## config.mk

```make
export PLATFORM = sky130hd
export DESIGN_NAME = readback_checker_datapath
export DESIGN_NICKNAME = d
export VERILOG_FILES = /design/src/rtl/readback_checker_pkg.sv /design/src/rtl/readback_checker_datapath.sv
export SDC_FILE = /design/constraint.sdc
export NUM_CORES = 1
export LEC_CHECK = 0
export BUFFER_PORTS_ARGS = -buffer_cell sky130_fd_sc_hd__buf_4
export CAP_MARGIN = 15
export CORE_MARGIN = 2
export CORE_UTILIZATION = 34
export CTS_CLUSTER_DIAMETER = 60
export CTS_CLUSTER_SIZE = 30
export DETAILED_ROUTE_END_ITERATION = 8
export PLACE_DENSITY = 0.55
export SYNTH_ARGS = -nofsm -noshare
export SYNTH_HDL_FRONTEND = slang
export SYNTH_SLANG_ARGS = --single-unit
export TNS_END_PERCENT = 50
```

## constraint.sdc

```tcl
create_clock -name clk -period 3.6 [get_ports clk]
set_input_delay 0.54 -clock clk [delete_from_list [all_inputs] [get_ports clk]]
set_output_delay 0.54 -clock clk [all_outputs]
set_load 0.01 [all_outputs]
```

## src/rtl/readback_checker_pkg.sv

```systemverilog
package readback_checker_pkg;

  typedef enum logic [1:0] {
    ST_IDLE,
    ST_REQ,
    ST_DATA
  } chkState_t;

  // strobes from control to datapath
  typedef struct packed {
    logic loadDesc;
    logic takeBeat;
    logic clearAll;
    logic writeTarget;
  } chkStrobe_t;

  localparam logic [2:0] REG_TARGET   = 3'd0;
  localparam logic [2:0] REG_GOOD     = 3'd1;
  localparam logic [2:0] REG_BAD      = 3'd2;
  localparam logic [2:0] REG_STATUS   = 3'd3;
  localparam logic [2:0] REG_FIRSTBAD = 3'd4;

endpackage

```

## src/rtl/readback_checker_datapath.sv

```systemverilog
module readback_checker_datapath
  import readback_checker_pkg::*;
#(
  parameter int DATA_W         = 32,
  parameter int ADDR_W         = 32,
  parameter int LEN_W          = 8,
  parameter int CNT_W          = 32,
  parameter int TARGET_DEFAULT = 1000000
) (
  input  logic              clk,
  input  logic              rstN,
  input  chkStrobe_t        strobe,
  input  logic [DATA_W-1:0] descId,
  input  logic [ADDR_W-1:0] descAddr,
  input  logic [LEN_W-1:0]  descLen,
  input  logic [DATA_W-1:0] rdData,
  input  logic [2:0]        ctrlAddr,
  input  logic [DATA_W-1:0] ctrlWdata,
  output logic [ADDR_W-1:0] rdAddr,
  output logic [LEN_W-1:0]  rdBeats,
  output logic              lastBeat,
  output logic              runDone,
  output logic [DATA_W-1:0] ctrlRdata
);

  localparam logic [CNT_W-1:0] TARGET_RST = CNT_W'(TARGET_DEFAULT);

  logic [DATA_W-1:0] curId;
  logic [ADDR_W-1:0] curAddr;
  logic [LEN_W-1:0]  curLen;
  logic [LEN_W-1:0]  beatIdx;
  logic              pktErr;
  logic [CNT_W-1:0]  goodCnt, badCnt, targetCnt;
  logic              doneFlag, firstBadSeen;
  logic [DATA_W-1:0] firstBadId;

  logic [DATA_W-1:0] expWord;
  logic              beatMiss, pktBad;
  logic [CNT_W-1:0]  checkedNext;

  assign expWord     = curId + DATA_W'(beatIdx);
  assign beatMiss    = (rdData != expWord);
  assign lastBeat    = (beatIdx == curLen - LEN_W'(1));
  assign pktBad      = pktErr || beatMiss;
  assign checkedNext = goodCnt + badCnt + CNT_W'(1);

  // packet capture and beat tracking
  always_ff @(posedge clk) begin
    if (!rstN) begin
      curId   <= '0;
      curAddr <= '0;
      curLen  <= '0;
      beatIdx <= '0;
      pktErr  <= 1'b0;
    end else if (strobe.loadDesc) begin
      curId   <= descId;
      curAddr <= descAddr;
      curLen  <= descLen;
      beatIdx <= '0;
      pktErr  <= 1'b0;
    end else if (strobe.takeBeat && !lastBeat) begin
      beatIdx <= beatIdx + LEN_W'(1);
      pktErr  <= pktBad;
    end
  end

  // verdict counters, done, first failure
  always_ff @(posedge clk) begin
    if (!rstN) begin
      goodCnt      <= '0;
      badCnt       <= '0;
      doneFlag     <= 1'b0;
      firstBadSeen <= 1'b0;
      firstBadId   <= '0;
    end else if (strobe.clearAll) begin
      goodCnt      <= '0;
      badCnt       <= '0;
      doneFlag     <= 1'b0;
      firstBadSeen <= 1'b0;
      firstBadId   <= '0;
    end else if (strobe.takeBeat && lastBeat) begin
      if (pktBad) badCnt  <= badCnt + CNT_W'(1);
      else        goodCnt <= goodCnt + CNT_W'(1);
      if (checkedNext == targetCnt) doneFlag <= 1'b1;
      if (pktBad && !firstBadSeen) begin
        firstBadSeen <= 1'b1;
        firstBadId   <= curId;
      end
    end
  end

  always_ff @(posedge clk) begin
    if (!rstN)                   targetCnt <= TARGET_RST;
    else if (strobe.writeTarget) targetCnt <= CNT_W'(ctrlWdata);
  end

  always_comb begin
    ctrlRdata = '0;
    unique case (ctrlAddr)
      REG_TARGET:   ctrlRdata = DATA_W'(targetCnt);
      REG_GOOD:     ctrlRdata = DATA_W'(goodCnt);
      REG_BAD:      ctrlRdata = DATA_W'(badCnt);
      REG_STATUS: begin
        ctrlRdata[0] = doneFlag;
        ctrlRdata[1] = firstBadSeen;
      end
      REG_FIRSTBAD: ctrlRdata = firstBadId;
      default:      ctrlRdata = '0;
    endcase
  end

  assign rdAddr  = curAddr;
  assign rdBeats = curLen;
  assign runDone = doneFlag;

endmodule

```

==> run metrics, run 1 <==
Core Util, Final around half; area of the multi-input gates between 8000 and 9000 sq um; Yosys top cell by area dfxtp_1; worst setup margin -82.44 ps; status complete, but fails checks; Syn Area/Cell 8.248 sq um; Num CTS Buffers 29; Register-to-Register Setup Slack -80 ps; CTS Root Buffer Type clkbuf_16; initial antenna violation count 1; clock skew 15.43 ps; clk slew on worst S/H paths around 70 ps; WP data required slightly above 4000 ps; CP endpoint kind flip-flop; final hold violations 0; IO Port Bufs ~220; layout cell share with drive strength beyond 1 a little under 30%; R2R Path End goodCnt[21]; count of boundary I/O pins 219; register area share after synthesis a little under a third; diode count 0; die width approximately 200 um; ys async rst share 0%; HPWL after DPL 37.28 mm; Pins Over Slew Limit 0; DR iter-0 viols roughly 900; Final Wtd Congestion between 0.8 and 0.9; Vert. Die Dim roughly 200 um; number of synthesized flops with an enable pin 0; Core ar. 38650 sq um; row cnt between 70 and 80; dpl ws -171.3 ps; htree depth 1; failing checks negative setup slack; peak supply drop 0.3091 mV; Worst Path Max Fanout 5; Final Net Count about 2200; CTS tree yes; Post-DRT Antenna Nets 0; clk sink count 211; Clock Tree Buf Depth 3; Finish-stage setup viols 3; Synth top area share between 30% and 40%; worst skew pair latency ~580 ps; most frequent cell after synthesis dfxtp_1; Post-Syn Area around 13000 sq um; RSZ-0062 raised after global routing true; Tcrit/Tclk final 102.3%; critical path class flip-flop to flip-flop; Synth Instances ~1600; CP startpoint curId[1]; Post-CTS Hold Buffers 0; DRC errors left 0; Yosys cell types 77; Max Clock Freq between 200 and 300 MHz; register bit total from synthesis approximately 210; crit start category flip-flop; Max Cap Viol 0; via count roughly 14000; Pwr per Cell Area approximately 340 nW/um^2; Reg area roughly 4200 sq um; global route total overflow 0; largest cells by area after synthesis dfxtp_1 32%, mux2i_1 9.3%, nor2b_1 5.4%; die area between 40000 and 50000 sq um; Fillers approximately 3800; Hold Crit Depth 3; Routed WL between 40 and 50 mm; DRT Pass-1 Iters 5; Slew @ Worst Pin 970.2 ps; Slew HR 35.32%; Area growth, synth to finish 40.48%; vias in the first global route around 13000; initial core utilization between 30 and 40%; Hold WS ~170 ps; Worst EP arrival around 4200 ps; Fin Setup TNS -95.61 ps; RR Startpoint curId[1]; Hold Path Origin ctrlWdata[19]; drt via density 5.322; average wire per standard cell ~19 um; Hold Path Class input port to flip-flop; Leakage just under 8 nW; first-pass GRT wire length 73.91 mm; R2R depth 11; total track usage 22.85%; synth warn 0; Post-synth top flop dfxtp_1; Tmin final roughly 3700 ps; largest net degree at the start of global routing between 100 and 150; commonest cells in the netlist 211 x dfxtp_1, 159 x nand2_1, 125 x a21oi_1; Syn Nets roughly 1800; Worst Hold End targetCnt[19]
==> registers in the layout, summed over array words and instances, names as in the netlist, 8 cells and up <==
signal / count
rdBeats: 8
badCnt: 32
curId: 32
rdAddr: 32
firstBadId: 32
goodCnt: 32
beatIdx: 8
targetCnt: 32
==> logic make-up (layout without fill, tap and decap cells) <==
kind of cell | count (synthesis) | count (layout) | synth area share (%)
flip-flops | 211 | 211 | 31.77
buffers and inverters | 120 | 543 | 3.962
AND/OR/NAND/NOR | 595 | 595 | 23.71
multiplexers | 130 | 130 | 9.928
AO/OA/AOI/OAI | 399 | 400 | 18.91
adder cells (fa/ha/maj) | 45 | 45 | 4.348
XOR/XNOR | 112 | 112 | 7.378
==> through the flow <==
step	power, W	area [sq um]	cells
final	0.006418	18680	2554
after global routing	0.006641	18680	2554
after CTS	0.006473	18070	2535
after detailed placement	0.003278	16930	2478
after global placement	0.003268	16930	2478
after floorplan	0.002908	13340	1612
==> worst max-delay path: stages (launching register included) <==
cell,delay (ps)
dfxtp_2,340
ha_1,270
a21o_1,120
and4_4,260
o2111ai_4,220
a2111oi_4,410
xnor2_1,150
o21ai_1,100
or4_4,540
or4_4,560
or4_1,490
a21oi_1,140
==> layer usage <==
metal | global-route usage (%) | wire length (um) | vias to the layer above
met2 | 36.95 | 23090 | 398
met3 | 3.385 | 2565 | 92
met5 | 0 | 0 | -
met1 | 30.58 | 21970 | 6405
met4 | 9.060 | 2025 | 0
li1 | - | - | 6697
==> how the worst max path moves through the flow <==
stage	endpoint	slack (ps)
finish	goodCnt[21]	-80
CTS	goodCnt[21]	-130
detailed placement	goodCnt[21]	-170
global placement	goodCnt[21]	-150
floorplan	goodCnt[21]	5
global route	goodCnt[21]	-320
==> cell usage in the layout, fill, tap and decap left out, types with 41 or more instances in the layout <==
cell,netlist,layout
a22oi_1,64,64
dfxtp_1,211,205
a21oi_1,125,117
nand3_1,55,52
ha_1,43,41
nand2_1,159,158
buf_4,4,437
nor2_1,68,68
o21ai_0,89,69
mux2i_1,124,124
nor2b_1,115,115
xnor2_1,73,73
==> area by class of cell <==
class	count	area share (%)
well taps	518	3.470
flip-flops and latches	211	22.66
repair buffers	459	19.51
clock inverters	20	1.554
multi-input cells	1282	48.05
clock buffers	33	4.127
inverters	31	0.6230
==> repair_timing <==
item	4_1_cts	5_1_grt
pin swaps	5	50
gates cloned	0	13
buffers inserted	5	8
endpoints found under the hold margin	0	0
gates resized for setup	9	90
setup endpoints to repair	48	87
==> power breakdown <==
group | internal, W | total [W] | switching [W]
Clock | 0.00193 | 0.00317 | 0.00125
Combinational | 0.000394 | 0.000763 | 0.000369
Sequential | 0.00241 | 0.00248 | 0.0000729
Total | 0.00473 | 0.00642 | 0.00169
(Power assumes the default switching activity.)
==> run 2: changes to the inputs <==
SKIP_CTS_REPAIR_TIMING = 1   (was unset)
==> run metrics, run 2 (synthesized netlist as in run 1, its figures left out) <==
Max Cap Viol 0; Worst Path Max Fanout 6; failing checks negative setup slack; die width 201.7 um; Hold Crit Depth 3; Worst EP arrival approximately 4200 ps; critical path class flip-flop to flip-flop; clock skew roughly 18 ps; WP data required about 4000 ps; Final Net Count roughly 2200; Reg area 4232 sq um; RSZ-0062 raised after global routing true; initial antenna violation count 1; clk slew on worst S/H paths approximately 60 ps; CP endpoint kind flip-flop; worst skew pair latency approximately 590 ps; Worst Hold End targetCnt[19]; Hold Path Origin ctrlWdata[19]; Pins Over Slew Limit 0; Worst path max stage delay about 560 ps; Max Clock Freq 269.3 MHz; Hold WS ~170 ps; CTS tree yes; global route total overflow 0; Register-to-Register Setup Slack -110 ps; Slew @ Worst Pin ~990 ps; clk sink count between 200 and 250; total track usage between 20% and 30%; Worst path slowest cell or4_4; DR iter-0 viols between 800 and 900; R2R depth 12; Fillers roughly 3800; Post-DRT Antenna Nets 0; count of boundary I/O pins approximately 220; largest net degree at the start of global routing around 110; Clock Tree Buf Depth 3; row cnt between 70 and 80; Finish-stage setup viols 11; CP startpoint curId[0]; DRT Pass-1 Iters 5; drt via density 5.312; Num CTS Buffers 29; first-pass GRT wire length ~74 mm; initial core utilization between 30% and 40%; R2R Path End goodCnt[21]; peak supply drop 0.3086 mV; die area 40700 sq um; worst setup margin -113.6 ps; Pwr per Cell Area approximately 340 nW/um^2; Slew HR 33.99%; area of the multi-input gates approximately 9000 sq um; DRC errors left 0; Tmin final between 3000 and 4000 ps; IO Port Bufs 218; via count ~14000; Final Wtd Congestion between 0.8 and 0.9; Area growth, synth to finish 41.02%; Core Util, Final 48.51%; Core ar. roughly 39000 sq um; most frequent cells in the layout 437 x buf_4, 207 x dfxtp_1, 155 x nand2_1, 124 x mux2i_1, 115 x nor2b_1; Routed WL slightly below 50 mm; Hold Path Class input port to flip-flop; Cell Chain, Critical Path ha_4 -> fa_1 -> a21oi_1 -> o211ai_1 -> nand3_2 -> nor3_1 -> nor4b_2 -> nand4_1 -> or4_4 -> or4_4 -> or4_1 -> a21oi_1; HPWL after DPL about 37 mm; final hold violations 0; Tcrit/Tclk final 103.2%; Vert. Die Dim roughly 200 um; crit start category flip-flop; RR Startpoint curId[0]; htree depth 1; vias in the first global route around 13000; family with the most delay on the worst path simple AND/OR/NAND/NOR gates; CTS Root Buffer Type clkbuf_16; final total power about 0.0064 W; average wire per standard cell 19.41 um; diode count 0; status complete, but fails checks; Leakage just under 8 nW; worst path bufs/invs 0; layout cell share with drive strength beyond 1 29.59%; commonest non-fill, non-tap cell in the layout buf_4
-- run 2: cell types whose count changed in the layout (fill, tap and decap cells not counted), moves of 2 or more --
cell	change
dfxtp_2	-3
dfxtp_1	+2
a21oi_1	-6
o21ai_0	+7
o21ai_1	-7
nor4_1	+2
o31ai_1	+2
or3_1	-2
a21oi_2	+6
buf_2	-2
or3_4	+2
nand2_1	-3
nand2_2	+3
buf_6	+8
-- run 2: tightest hold or removal path: cells and delay by family --
kind                   cells  cell delay, ps
buffers and inverters      1              80
multiplexers               1              50
AND/OR/NAND/NOR            1              60
-- run 2: layer usage --
layer	track usage [%]	share of wire [%]	up-vias	wire, um
met5	0	0.024	-	12
met4	8.220	3.3	2	1621
met3	3.288	5.2	78	2584
met2	37.19	47	399	23500
met1	30.61	44	6416	21940
li1	-	-	6698	-
-- run 2: final cells by class --
type	count	share of cell area, %
Sequential cell	211	22.57
Multi-Input combinational cell	1281	47.83
Clock inverter	20	1.548
Tap cell	518	3.457
Timing Repair Buffer	465	19.87
Clock buffer	33	4.111
Inverter	31	0.6206
-- run 2: where the power goes --
part | switching [W] | total (W) | internal [W]
clock network | 0.00124 | 0.00317 | 0.00193
registers | 0.0000735 | 0.00248 | 0.00241
logic | 0.000367 | 0.000760 | 0.000393
-- run 2: worst max path at each step --
stage	to	slack, ps	depth (start not counted)
floorplan	goodCnt[21]	5	12
global placement	goodCnt[21]	-150	11
detailed placement	goodCnt[21]	-170	11
CTS	goodCnt[21]	-200	11
global route	goodCnt[21]	-330	11
finish	goodCnt[21]	-110	12
-- run 2: metrics by stage --
| stage | area [sq um] | setup TNS, ps | instances | worst slack, ps |
|---|---|---|---|---|
| after floorplan | 13340 | 0 | 1612 | 4.514 |
| after global placement | 16930 | -915.8 | 2478 | -147.8 |
| after detailed placement | 16930 | -2079 | 2478 | -171.3 |
| after CTS | 17990 | -3536 | 2531 | -196.8 |
| after global routing | 18750 | -12700 | 2559 | -332.4 |
| final | 18750 | -329.7 | 2559 | -113.6 |
